### src/rtl/hs_tx_pkg.sv
package hs_tx_pkg;

    localparam logic [7:0] EOP_BYTE_DEF = 8'hFE;
    localparam logic       IDLE_LEVEL   = 1'b1;

    typedef struct packed {
        logic level;
        logic en;
    } line_t;

    // NRZI: a zero flips the level, a one keeps it
    function automatic logic nrzi_step(input logic prev, input logic b);
        return b ? prev : ~prev;
    endfunction

endpackage

### src/rtl/hs_tx_shifter.sv
module hs_tx_shifter #(
    parameter int         WORD_W   = 16,
    parameter logic [7:0] EOP_BYTE = 8'hFE
) (
    input  logic              clk,
    input  logic              rst_n,
    input  logic [WORD_W-1:0] data_i,
    input  logic              valid_i,
    input  logic              mark_i,
    output logic              ready_o,
    input  logic              advance_i,
    output logic              has_bit_o,
    output logic              bit_o,
    output logic              eop_bit_o
);
    localparam int BYTE_W = WORD_W / 2;
    localparam int IDX_W  = $clog2(WORD_W);
    localparam int POS_W  = $clog2(WORD_W + 1);

    typedef struct packed {
        logic [WORD_W-1:0] word;
        logic [POS_W-1:0]  pos;
        logic [POS_W-1:0]  eop_from;
        logic [POS_W-1:0]  last_pos;
        logic              fin;
        logic              full;
    } sh_t;

    sh_t  s_d, s_q;
    logic at_last;
    logic hi_is_eop;

    always_comb begin
        at_last   = (s_q.pos == s_q.last_pos);
        hi_is_eop = (data_i[WORD_W-1:BYTE_W] == BYTE_W'(EOP_BYTE));
        ready_o   = !s_q.full || (advance_i && at_last && !s_q.fin);
        s_d       = s_q;
        if (advance_i) begin
            if (at_last) s_d.full = 1'b0;
            else         s_d.pos  = s_q.pos + POS_W'(1);
        end
        if (ready_o && valid_i) begin
            s_d.word = data_i;
            s_d.full = 1'b1;
            s_d.pos  = '0;
            s_d.fin  = mark_i;
            if (!mark_i) begin
                s_d.eop_from = POS_W'(WORD_W);
                s_d.last_pos = POS_W'(WORD_W - 1);
            end else if (hi_is_eop) begin
                s_d.eop_from = POS_W'(BYTE_W);
                s_d.last_pos = POS_W'(WORD_W - 1);
            end else begin
                s_d.eop_from = '0;
                s_d.last_pos = POS_W'(BYTE_W - 1);
            end
        end
    end

    always_ff @(posedge clk or negedge rst_n) begin
        if (!rst_n) s_q <= '0;
        else        s_q <= s_d;
    end

    assign has_bit_o = s_q.full;
    assign bit_o     = s_q.word[s_q.pos[IDX_W-1:0]];
    assign eop_bit_o = (s_q.pos >= s_q.eop_from);

endmodule

### src/rtl/hs_tx_stuffer.sv
module hs_tx_stuffer #(
    parameter int RUN_LEN = 6
) (
    input  logic clk,
    input  logic rst_n,
    input  logic has_bit_i,
    input  logic bit_i,
    input  logic eop_bit_i,
    output logic advance_o,
    output logic emit_o,
    output logic emit_bit_o
);
    localparam int CNT_W = $clog2(RUN_LEN + 1);

    typedef struct packed {
        logic [CNT_W-1:0] ones;
    } st_t;

    st_t  s_d, s_q;
    logic stuff;

    always_comb begin
        stuff      = has_bit_i && (s_q.ones == CNT_W'(RUN_LEN));
        emit_o     = has_bit_i;
        emit_bit_o = stuff ? 1'b0 : bit_i;
        advance_o  = has_bit_i && !stuff;
        s_d        = s_q;
        if (!has_bit_i || stuff || eop_bit_i || !bit_i) s_d.ones = '0;
        else                                            s_d.ones = s_q.ones + CNT_W'(1);
    end

    always_ff @(posedge clk or negedge rst_n) begin
        if (!rst_n) s_q <= '0;
        else        s_q <= s_d;
    end

endmodule

### src/rtl/hs_tx_nrzi.sv
module hs_tx_nrzi
    import hs_tx_pkg::*;
(
    input  logic clk,
    input  logic rst_n,
    input  logic emit_i,
    input  logic bit_i,
    output logic line_o,
    output logic en_o
);
    line_t s_d, s_q;

    always_comb begin
        s_d.en    = emit_i;
        s_d.level = emit_i ? nrzi_step(s_q.level, bit_i) : IDLE_LEVEL;
    end

    always_ff @(posedge clk or negedge rst_n) begin
        if (!rst_n) s_q <= '{level: IDLE_LEVEL, en: 1'b0};
        else        s_q <= s_d;
    end

    assign line_o = s_q.level;
    assign en_o   = s_q.en;

endmodule

### src/rtl/hs_tx_serializer.sv
module hs_tx_serializer
    import hs_tx_pkg::*;
#(
    parameter int         WORD_W   = 16,
    parameter int         RUN_LEN  = 6,
    parameter logic [7:0] EOP_BYTE = EOP_BYTE_DEF
) (
    input  logic              clk,
    input  logic              rst_n,
    input  logic [WORD_W-1:0] tx_data_i,
    input  logic              tx_valid_i,
    input  logic              tx_mark_i,
    output logic              tx_ready_o,
    output logic              line_o,
    output logic              line_en_o
);
    logic advance, has_bit, cur_bit, eop_bit, emit, emit_bit;

    hs_tx_shifter #(.WORD_W(WORD_W), .EOP_BYTE(EOP_BYTE)) u_shift (
        .clk       (clk),
        .rst_n     (rst_n),
        .data_i    (tx_data_i),
        .valid_i   (tx_valid_i),
        .mark_i    (tx_mark_i),
        .ready_o   (tx_ready_o),
        .advance_i (advance),
        .has_bit_o (has_bit),
        .bit_o     (cur_bit),
        .eop_bit_o (eop_bit)
    );

    hs_tx_stuffer #(.RUN_LEN(RUN_LEN)) u_stuff (
        .clk        (clk),
        .rst_n      (rst_n),
        .has_bit_i  (has_bit),
        .bit_i      (cur_bit),
        .eop_bit_i  (eop_bit),
        .advance_o  (advance),
        .emit_o     (emit),
        .emit_bit_o (emit_bit)
    );

    hs_tx_nrzi u_nrzi (
        .clk    (clk),
        .rst_n  (rst_n),
        .emit_i (emit),
        .bit_i  (emit_bit),
        .line_o (line_o),
        .en_o   (line_en_o)
    );

endmodule

### config.mk
export PLATFORM = sky130hd
export DESIGN_NAME = hs_tx_serializer
export DESIGN_NICKNAME = d
export VERILOG_FILES = /design/src/rtl/hs_tx_pkg.sv /design/src/rtl/hs_tx_shifter.sv /design/src/rtl/hs_tx_stuffer.sv /design/src/rtl/hs_tx_nrzi.sv /design/src/rtl/hs_tx_serializer.sv
export SDC_FILE = /design/constraint.sdc
export NUM_CORES = 1
export LEC_CHECK = 0
export BUFFER_PORTS_ARGS = -buffer_cell sky130_fd_sc_hd__buf_4
export CAP_MARGIN = 25
export CORE_MARGIN = 3
export CORE_UTILIZATION = 40
export CTS_BUF_LIST = sky130_fd_sc_hd__clkbuf_16
export DETAILED_ROUTE_END_ITERATION = 10
export PLACE_DENSITY = 0.56
export SETUP_SLACK_MARGIN = 0.3
export SLEW_MARGIN = 20
export SYNTH_ARGS = -nofsm -noshare
export SYNTH_HDL_FRONTEND = slang
export SYNTH_HIERARCHICAL = 1
export SYNTH_SLANG_ARGS = --single-unit
### constraint.sdc
create_clock -name clk -period 3.2 [get_ports clk]
set_input_delay 0.48 -clock clk [delete_from_list [all_inputs] [get_ports clk]]
set_output_delay 0.48 -clock clk [all_outputs]
set_load 0.02 [all_outputs]
* Yosys cells after proc, flatten, opt, wreduce, memory -nomap -nowiden *
Cells that the tools add are included.
Widths: inputs -> output; s select.

operators by class
  add/subtract/negate cells = 2
  magnitude comparators = 2
  equality and inequality tests = 5
  multiplexer cells = 13
  bitwise operators = 1
  reduce and logical (&&, ||, !) cells = 17

operators by type and width
  operator             count
  $mux 17              1
  $mux 10              1
  $mux 5               2
  $mux 9               1
  $eq 8x8->1 const B   1
  $mux 1               6
  $add 5x1->5 const B  1
  $eq 5x5->1           1
  $ge 5x5->1           1
  $logic_and 1x1->1    5
  $lt 4x5->1 const B   1
  $bmux 1 s4           1
  $logic_not 1->1      4
  $logic_or 1x1->1     4
  $ne 2x2->1 const B   2
  $reduce_and 2->1     2
  $reduce_bool 2->1    2
  $add 3x1->3 const B  1
  $eq 3x3->1 const B   1
  $mux 3               1
  $not 1->1            1

word-level totals
  register bits after elaboration = 38
  input port bits = 20
  output and inout port bits = 3
  logic and storage cells = 49

* Depth between registers and ports, before layout *
Gate-level depths: netlist (run 1).

  word-level depth = 10
  mapped depth = 10
  gate-level depth less buffers = 8

* Modules after synthesis *
Netlist (run 1), hierarchy kept.

by module, submodules not included
  module         times used  cells each  area each (um^2)  sequential area each (um^2)
  hs_tx_shifter  1           113         1488.9            675.6
  hs_tx_stuffer  1           16          176.4             75.1
  hs_tx_nrzi     1           4           63.8              51.3

* Worst setup path before layout (run 1) *
Ideal clock, no wire load.

  kind = register -> output
  start = reg u_shift/s_q[12] (netlist bit)
  end = out tx_ready_o
  arrival = 1.912 ns
  required time = 2.720 ns
  path slack = 0.808 ns
  stages on the path, launching flop included = 5
  buffers on the path = 1
  cell sequence = dfrtp_1 > buf_6 > or4_4 > a211o_2 > o21ai_0

between the ends
  longest elaborated chain between the ends = 4

RTL lines
  element                          RTL line                RTL
  start, declared                  hs_tx_shifter.sv:29     sh_t s_d, s_q;
  start signal, assigned           hs_tx_shifter.sv:61     if (!rst_n) s_q <= '0;
  start signal, assigned           hs_tx_shifter.sv:62     else s_q <= s_d;
  $eq 5x5->1                       hs_tx_shifter.sv:34     at_last = (s_q.pos == s_q.last_pos);
  $logic_and 1x1->1 (2 in series)  hs_tx_shifter.sv:36     ready_o = !s_q.full || (advance_i && at_last && !s_q.fin);
  $logic_or 1x1->1                 hs_tx_shifter.sv:36
  end, declared                    hs_tx_serializer.sv:13  output logic tx_ready_o,

No other way between the ends.

* Worst setup path after layout (run 1) *
Same ends and word-level chain as after synthesis.

==> metrics.md, run 1 <==
| Metric | Value |
|---|---|
| FP Rows | 23 |
| RSZ-0062 raised after global routing | false |
| Dominant synthesized flop cell | dfrtp_1 |
| Antenna cells | 0 |
| Commonest non-fill, non-tap cell in the layout | dfrtp_1 |
| VDD IR max | slightly below 0.0004 V |
| Sink Count | 32 |
| Top-area cell type share of the netlist area | 0.449 |
| WL met1 | ~1500 µm |
| Starting density of the core | 0.423 |
| WL met3 | 128 µm |
| Worst-path fanout max | 11 |
| Full die area | 0.00515 mm² |
| Worst EP arrival | 2160 ps |
| DRT antenna net count | 0 |
| Post-Synthesis Net Count | roughly 160 |
| Mapped Area | ~0.0017 mm² |
| Filler cells | around 390 |
| Relative slew margins | 0.376 |
| Most frequent cells in the layout | dfrtp_1 (31), buf_4 (23), mux2_4 (14), nand2_1 (8), inv_1 (8) |
| First DRT Iteration DRCs | 50 |
| Final critical-path share of the clock period | 0.826 |
| Worst r2r path cells | 9 |
| Setup violators final | 0 |
| Startpoint Class | flip-flop |
| Met2 WL post-DR | 1590 µm |
| Critical Path End | tx_ready_o |
| Status | completed |
| CTS tree | yes |
| Synth Warn # | 6 |
| Resized cells post-CTS | 0 |
| Floorplan Core Area | just over 0.004 mm² |
| Via count | around 1,100 |
| Worst Path Required | roughly 2700 ps |
| Minimum clock period | ~2600 ps |
| Simple-Gate Fraction of Synth Area | 0.0977 |
| # H-tree levels | 2 |
| Total global routing overflow | 0 |
| Total GRT Usage | 0.142 |
| Clock Tree Buf Depth | 2 |
| Final Hold Viols | 0 |
| Critical path class | reg -> out |
| CTS Hold Bufs | 0 |
| Clk pin slew, worst setup/hold paths | approximately 50 ps |
| Synth Register Bits | 32 |
| Reg2reg setup slack | around 710 ps |
| Later-pin clock latency in the skew report | about 270 ps |
| CP endpoint kind | primary output |
| Largest net degree at the start of global routing | 33 |
| Hold WS | 141 ps |
| Post-synth ARST share | 1.00 |
| Synth area leader | dfrtp_1 |
| Area Overhead vs Synth | 20.2% |
| I/O Pins | 23 |
| Mapped Cells | roughly 130 |
| Chip width | 71.8 µm |
| Setup Buffers After CTS | 0 |
| Synth unique cells | 39 |
| Clk root buf | clkbuf_16 |
| Synth area leaders | dfrtp_1 (45%), mux2_4 (12%), mux4_1 (6.1%) |
| Adder-cell area share of the yosys netlist | 0.0434 |
| Placer Congestion | approximately 0.74 |
| Layout cell share with drive strength beyond 1 | 0.348 |
| First-pass GRT wire length | 5610 µm |
| DRC viols | 0 |
| Port bufs | 22 |
| Post-DP HPWL | between 2000 and 2500 µm |
| Worst Hold Class | in -> async |
| Post-synthesis mux area share | 0.214 |
| DRT Wirelength | 3230 µm |
| Crit. Startpoint | u_shift/s_q[12] |
| Compound-Gate Fraction of Synth Area | 0.125 |
| Clock Skew | 3.94 ps |
| R2R Path Start | u_stuff/s_q[0] |
| Combinational family with the most area after synthesis | multiplexers |
| Post-synth EDFFs | 0 |
| Wire length per cell | 15.5 µm |
| Syn_area_per_cell | 13.0 µm² |
| DRT Pass-1 Iters | 4 |
| Setup TNS | 0 ps |
| Vias in the first global route | about 1,100 |
| Antenna violations before repair | 0 |
| Pwr dens | roughly 1000 mW/mm² |
| Number of CTS-inserted buffers | 5 |
| Synth Area in XOR/XNOR | 0.0101 |
| Die height | between 70 and 80 µm |
| Slew Limit Fails | 0 |
| Least-Margin Pin Slew | 932 ps |
| FMAX | roughly 380 MHz |
| Share of the yosys chip area belonging to registers | 0.464 |
| Highest routed metal layer | met4 |
| Leakage power | between 0.9 and 1 nW |
| Critical R2R Capture | u_shift/s_q[28] |
| Nets | 183 |
| Drt via density | 5.46 |
| # Max-Cap Violations | 0 |
-- how the worst min path moves through the flow --
stage | start | cells past startpoint | end | slack (ps)
final | rst_n | 1 | u_stuff/s_q[2] | 140
after CTS | rst_n | 1 | u_stuff/s_q[2] | 150
after detailed placement | rst_n | 1 | u_stuff/s_q[2] | 450
after global routing | rst_n | 1 | u_shift/has_bit_o | 180
after global placement | rst_n | 1 | u_shift/s_q[16] | 440
after floorplan | rst_n | 0 | u_nrzi/en_o | 180
-- flip-flops by register name (all words and copies together) (netlist names) --
name and flops:
u_shift/s_q 26, u_stuff/s_q 3, u_nrzi/en_o 1, u_nrzi/line_o 1, u_shift/has_bit_o 1
-- layer usage --
layer / global-route usage / vias to the layer above
met5: 0 / -
met4: 0.0689 / 0
met3: 0.0407 / 7
met2: 0.222 / 22
met1: 0.180 / 572
li1: - / 535
-- power by group --
group          switching, mW  internal (mW)
logic                  0.331          0.450
clock network          0.161          0.361
registers              0.177          0.597
-- kinds of logic after synthesis --
group	after synthesis
buf+inv	14
fa+ha+maj	6
mux	23
compound gates	27
flops	32
simple gates	29
xor+xnor	2
-- synthesized netlist by cell type (2+ instances only) --
library cell and count:
mux2_2 4, o31ai_1 2, buf_6 3, mux4_1 4
ha_1 6, mux2_4 14, clkbuf_1 2, inv_1 8
a21o_1 3, dfrtp_1 31, a21boi_0 5, xor2_1 2
nor2b_1 2, nor3_1 3, or3_1 2, nand2_1 8
o21ai_0 6, nand4_1 4, a21oi_1 2, nand2b_1 2
a211oi_1 2
-- critical path: stages (launching register included) --
cell,delay [ps]
dfrtp_1,530
or4_4,620
a211o_2,380
o21ai_0,180
buf_4,170
-- metrics by stage --
stage	total power, mW	cells	worst slack (ps)	utilization	area, µm²
2_1_floorplan	1.39	133	808	-	1730
3_3_place_gp	1.54	200	815	0.469	1920
3_5_place_dp	1.56	200	725	0.469	1920
4_1_cts	2.11	208	537	0.509	2080
5_1_grt	2.23	208	472	0.509	2080
6_report	2.08	208	556	0.509	2080
-- layout make-up --
cell class	instances	area, µm²	share of cell area
Multi-Input combinational cell	87	848	0.408
Sequential cell	32	802	0.386
Timing Repair Buffer	23	173	0.0831
Clock buffer	5	125	0.0602
Tap cell	50	62.6	0.0301
Clock inverter	3	37.5	0.0181
Inverter	8	30.0	0.0144
Power figures use the tool's default switching activity.
==> inputs of run 2 (changes only) <==
- ABC_AREA: not set -> 1
- PLACE_DENSITY: 0.56 -> 0.58
- clock period: 3.2 -> 2.4 ns (I/O delays scaled with it)
==> metrics.md, run 2 <==
| Metric | Value |
|---|---|
| Status | completed |
| Area of the multi-input gates | approximately 800 µm² |
| CP endpoint kind | primary output |
| Layout cell share with drive strength beyond 1 | 0.179 |
| Clock Tree Buf Depth | 2 |
| Switching portion of total power | 0.406 |
| Wire length per cell | 12.8 µm |
| RSZ-0062 raised after global routing | false |
| Number of CTS-inserted buffers | 5 |
| Startpoint Class | flip-flop |
| Synth unique cells | 22 |
| CTS tree | yes |
| Setup violators final | 0 |
| Mapped Area | between 0.0015 and 0.002 mm² |
| Synth area leaders | dfrtp_1 (45%), nand2_1 (16%), nand4_1 (9.0%) |
| Relative slew margins | 0.721 |
| Mapped Cells | around 220 |
| DRT Pass-1 Iters | 4 |
| Final critical-path share of the clock period | 0.822 |
| Reg2reg setup slack | between 500 and 600 ps |
| First-pass GRT wire length | 6700 µm |
| Drt via density | 5.01 |
| Area Overhead vs Synth | 21.4% |
| Total global routing overflow | 0 |
| Sw Pwr | 1.09 mW |
| CTS Hold Bufs | 0 |
| Post-synth top cells | nand2_1 (76), dfrtp_1 (31), nand4_1 (25) |
| Synth area leader | dfrtp_1 |
| Leakage power | 1.15 nW |
| DRC viols | 0 |
| Post-DP HPWL | ~2800 µm |
| First DRT Iteration DRCs | just under 60 |
| Synth Register Bits | 32 |
| VDD IR max | ~0.00066 V |
| # H-tree levels | 2 |
| DRT Wirelength | around 3900 µm |
| Least-Margin Pin Slew | around 420 ps |
| Worst EP arrival | ~1600 ps |
| Placed Cells | about 290 |
| Worst Path Required | approximately 2000 ps |
| Top flop regs | u_shift/s_q (26), u_stuff/s_q (3) |
| # Max-Cap Violations | 0 |
| Combinational cell fraction of total power | 0.429 |
| Antenna violations before repair | 0 |
| DRT antenna net count | 0 |
| Commonest non-fill, non-tap cell in the layout | nand2_1 |
| WL met1 | approximately 1900 µm |
| Most common cell in the netlist | nand2_1 |
| Slew Limit Fails | 0 |
| Final Hold Viols | 0 |
| Chip width | just over 70 µm |
| Worst Hold Class | in -> async |
| Largest net degree at the start of global routing | 33 |
| Placer Congestion | 0.782 |
| Vias in the first global route | approximately 1,400 |
| WL met3 | around 180 µm |
| Clock power share | 0.219 |
| Finished Layout Cells | just over 300 |
| Sink Count | 32 |
| Antenna cells | 0 |
| Reg power frac | 0.352 |
| Largest stage delay, worst path | ~340 ps |
| Highest routed metal layer | met4 |
| Dominant synthesized flop cell | dfrtp_1 |
| FP Rows | 23 |
| Worst-path fanout max | 8 |
| Post-synth ARST share | 1.00 |
| Critical path class | reg -> out |
| Nets | around 280 |
| Register area | between 800 and 900 µm² |
| Total GRT Usage | 0.168 |
| Met2 WL post-DR | roughly 1700 µm |
| Clk root buf | clkbuf_16 |
| FMAX | ~510 MHz |
| Clock Skew | 2.94 ps |
| Via count | around 1,500 |
| Share of the yosys chip area belonging to registers | 0.460 |
| Max reg flops | 26 |
| Post-Synthesis Net Count | 250 |
| Slowest-stage cell, CP | dfrtp_1 |
| Design Power | 2.70 mW |
| Floorplan Core Area | roughly 0.004 mm² |
| Syn_area_per_cell | roughly 7.8 µm² |
| Starting density of the core | 0.426 |
| Port bufs | 22 |
| Later-pin clock latency in the skew report | about 280 ps |
| I/O Pins | 23 |
| Synth Warn # | 6 |
| Clk pin slew, worst setup/hold paths | approximately 50 ps |
| Crit-path most repeated cell | inv_1 |
| Full die area | a little over 0.005 mm² |
| Die height | ~72 µm |
| Most frequent cells in the layout | nand2_1 (76), buf_4 (31), dfrtp_1 (30), nand4_1 (25), nor2_1 (22) |
| Placed Area | between 0.0015 and 0.002 mm² |
| Pwr dens | 1280 mW/mm² |
| Setup TNS | 0 ps |
| Minimum clock period | 1970 ps |
| Final Cell Area | around 0.0021 mm² |
| Filler cells | 435 |
| P_int | between 1.5 and 2 mW |
| Post-synth EDFFs | 0 |
| Crit-path cells | inv_1, ha_1, a21oi_2, nand4_1, nand2_4, nand2_1, inv_1, buf_4 |
| Final Util | 0.517 |
| Largest Register | u_shift/s_q |
| Top-area cell type share of the netlist area | 0.445 |
## run 2: cell type report
type,count,share of cell area
flip-flops and latches,32,0.380
multi-input cells,160,0.379
repair buffers,31,0.110
clock buffers,5,0.0592
inverters,21,0.0373
well taps,50,0.0296
clock inverters,3,0.00533
## run 2: timing repair
action                                  CTS  global route
hold endpoints to repair                  0             0
pin swaps                                 0             2
resized for setup                         1             4
endpoints found under the setup margin    1             1
setup buffers                             0             5
## run 2: stage by stage
step                      hold slack [ps]  worst slack, ps
after CTS                            28.6              301
after detailed placement              324              542
after floorplan                      64.4              433
after global placement                323              558
after global routing                 49.6              315
final                                12.4              428
## run 2: final timing paths
path | startpoint | end | depth (start not counted)
setup / recovery | u_stuff/s_q[0] | tx_ready_o | 8
hold / removal | rst_n | u_stuff/s_q[0] | 1
setup reg to reg | u_stuff/s_q[0] | u_shift/s_q[16] | 9
hold reg to reg | u_shift/s_q[5] | u_shift/s_q[5] | 2
max in group asynchronous | rst_n | u_nrzi/line_o | 1
min in group clk | tx_data_i[4] | u_shift/s_q[21] | 3
## run 2: worst max-delay path: cells and delay by family (launching register included)
kind            cells  cell delay [ps]
fa+ha+maj           1              220
simple gates        3              370
flops               1              340
compound gates      1              170
buf+inv             3              230
## run 2: logic make-up after synthesis
| kind of cell | after synthesis | synth area share |
|---|---|---|
| DFF | 32 | 0.460 |
| buffers and inverters | 32 | 0.0862 |
| xor gates and xnor gates | 1 | 0.00503 |
| and+or+nand+nor | 135 | 0.350 |
| adders and majority gates | 6 | 0.0431 |
| AOI/OAI and AO/OA | 18 | 0.0553 |
## run 2: per-layer routing
metal | vias up | GRT usage
met2 | 31 | 0.246
met4 | 0 | 0.102
met5 | - | 0
met3 | 9 | 0.0416
li1 | 785 | -
met1 | 687 | 0.222
## run 2: power groups by stage
stage / clock [mW] / sequential, mW / combinational, mW
floorplan: 0 / 0.906 / 0.866
global placement: 0 / 0.958 / 1.09
detailed placement: 0 / 0.955 / 1.10
CTS: 0.606 / 0.948 / 1.11
global route: 0.632 / 0.983 / 1.33
finish: 0.590 / 0.950 / 1.16
==> inputs of run 3 (changes only) <==
- ABC_AREA: 1 -> 0
- clock period: 2.4 -> 1.62 ns (I/O delays scaled with it)
==> metrics.md, run 3 (synthesis gave the netlist of run 1 again) <==
| Metric | Value |
|---|---|
| Vias in the first global route | ~1,400 |
| Worst EP arrival | 1900 ps |
| Hold WS | between 150 and 200 ps |
| Total global routing overflow | 0 |
| Layout cell share with drive strength beyond 1 | 0.513 |
| Pwr dens | approximately 2000 mW/mm² |
| # H-tree levels | 2 |
| Largest net degree at the start of global routing | 33 |
| FP Rows | 23 |
| Floorplan Core Area | 0.00409 mm² |
| Via count | approximately 1,200 |
| Post-DP HPWL | roughly 2500 µm |
| Hold_sp | tx_mark_i |
| DRT antenna net count | 0 |
| Die height | slightly above 70 µm |
| Worst Path Required | 1380 ps |
| Starting density of the core | 0.423 |
| Largest Register | u_shift/s_q |
| Reg2reg setup slack | -500 ps |
| RSZ-0062 raised after global routing | true |
| # Max-Cap Violations | 0 |
| Setup TNS | -13,240 ps |
| Setup ws final | -524 ps |
| First DRT Iteration DRCs | 67 |
| Total GRT Usage | 0.164 |
| Top flop regs | u_shift/s_q (26), u_stuff/s_q (3) |
| DRT Wirelength | between 3000 and 4000 µm |
| Critical path class | reg -> out |
| CTS tree | yes |
| Critical R2R Capture | u_shift/s_q[23] |
| Clk pin slew, worst setup/hold paths | ~50 ps |
| Minimum clock period | 2140 ps |
| Max reg flops | 26 |
| Least-Margin Pin Slew | 408 ps |
| Drt via density | 5.21 |
| Port bufs | 22 |
| R2R Path Start | u_shift/s_q[4] |
| Final Hold Viols | 0 |
| End point of the worst hold path | u_shift/s_q[11] |
| Most frequent cells in the layout | buf_4 (43), dfrtp_1 (31), mux2_4 (14), nand2_1 (8), inv_1 (8) |
| Sink Count | 32 |
| Clk root buf | clkbuf_16 |
| FMAX | ~470 MHz |
| Status | finished, violations left |
| Commonest non-fill, non-tap cell in the layout | buf_4 |
| I/O Pins | 23 |
| Setup violators final | 32 |
| Failing checks | setup timing |
| Leakage power | between 1 and 1.5 nW |
| Clock Tree Buf Depth | 2 |
| Placed Cells | about 220 |
| Worst-path fanout max | 2 |
| Startpoint Class | flip-flop |
| Worst hold stages | 2 |
| Final critical-path share of the clock period | 1.32 |
| Worst r2r path cells | 6 |
| Final Util | 0.587 |
| Number of CTS-inserted buffers | 5 |
| Slew Limit Fails | 0 |
| Chip width | between 70 and 80 µm |
| VDD IR max | roughly 0.0008 V |
| Clock Skew | ~4.3 ps |
| Relative slew margins | 0.728 |
| DRC viols | 0 |
| Antenna violations before repair | 0 |
| Later-pin clock latency in the skew report | 270 ps |
| Area Overhead vs Synth | 38.6% |
| First-pass GRT wire length | 6460 µm |
| Finished Layout Cells | 237 |
| Nets | about 210 |
| DRT Pass-1 Iters | 5 |
| CP endpoint kind | primary output |
| Worst Hold Class | in -> reg |
| Antenna cells | 0 |
| Placer Congestion | roughly 0.8 |
| Design Power | just under 5 mW |
| Full die area | ~0.0051 mm² |
| Wire length per cell | ~16 µm |
## run 3: cell types whose count changed in the layout (fill, tap and decap cells not counted), sizes merged, moves of 8 or more
cell and change:
nand2 -69, nor2 -22, buf +20, inv -14, nand4 -22, nand3 -8
mux2 +18
## run 3: cell type report
type | instances | area, µm²
fill | 329 | 1690
clock inverter | 3 | 37.5
tap | 50 | 62.6
sequential | 32 | 802
timing repair buffer | 52 | 432
inverter | 8 | 30.0
multi-input combinational | 87 | 908
clock buffer | 5 | 125
## run 3: how the worst max path moves through the flow
stage	cells past startpoint	endpoint	startpoint	slack, ps
floorplan	5	u_shift/s_q[10]	u_shift/s_q[13]	-500
global placement	5	u_shift/s_q[27]	u_shift/s_q[13]	-400
detailed placement	5	u_shift/s_q[23]	u_shift/s_q[13]	-430
CTS	5	tx_ready_o	u_shift/s_q[4]	-560
global route	6	u_shift/s_q[23]	u_shift/s_q[4]	-570
finish	5	tx_ready_o	u_shift/s_q[4]	-520
## run 3: through the flow
step / setup WS, ps / instance area [µm²]
after global routing: -573 / 2400
after global placement: -400 / 2090
after CTS: -558 / 2350
final: -524 / 2400
after floorplan: -505 / 1740
after detailed placement: -432 / 2090
## run 3: routing by layer
layer,share of wire,track usage,up-vias
met1,0.43,0.192,609
met5,0,0,-
met3,0.031,0.0533,9
met2,0.53,0.286,23
met4,0.016,0.0501,0
li1,-,-,593
## run 3: power breakdown
group	leakage (nW)	total, mW	switching [mW]	internal (mW)
sequential	0.383	1.39	0.206	1.18
combinational	0.685	2.38	1.05	1.34
clock	0.0789	1.03	0.319	0.713
total	1.15	4.80	1.57	3.23
## run 3: critical path: stages (launching register included)
cell and delay [ps]:
dfrtp_1 370, or4_4 540, buf_6 130, a211o_4 320, o21ai_2 130, buf_6 130
## run 3: repair_timing
| action | 4_1_cts | 5_1_grt |
|---|---|---|
| gates resized for setup | 20 | 6 |
| endpoints found under the hold margin | 31 | 0 |
| endpoints found under the setup margin | 32 | 32 |
| hold buffers | 1 | 0 |
| setup buffers | 5 | 2 |
| pin swaps | 14 | 8 |
| gates cloned | 0 | 0 |
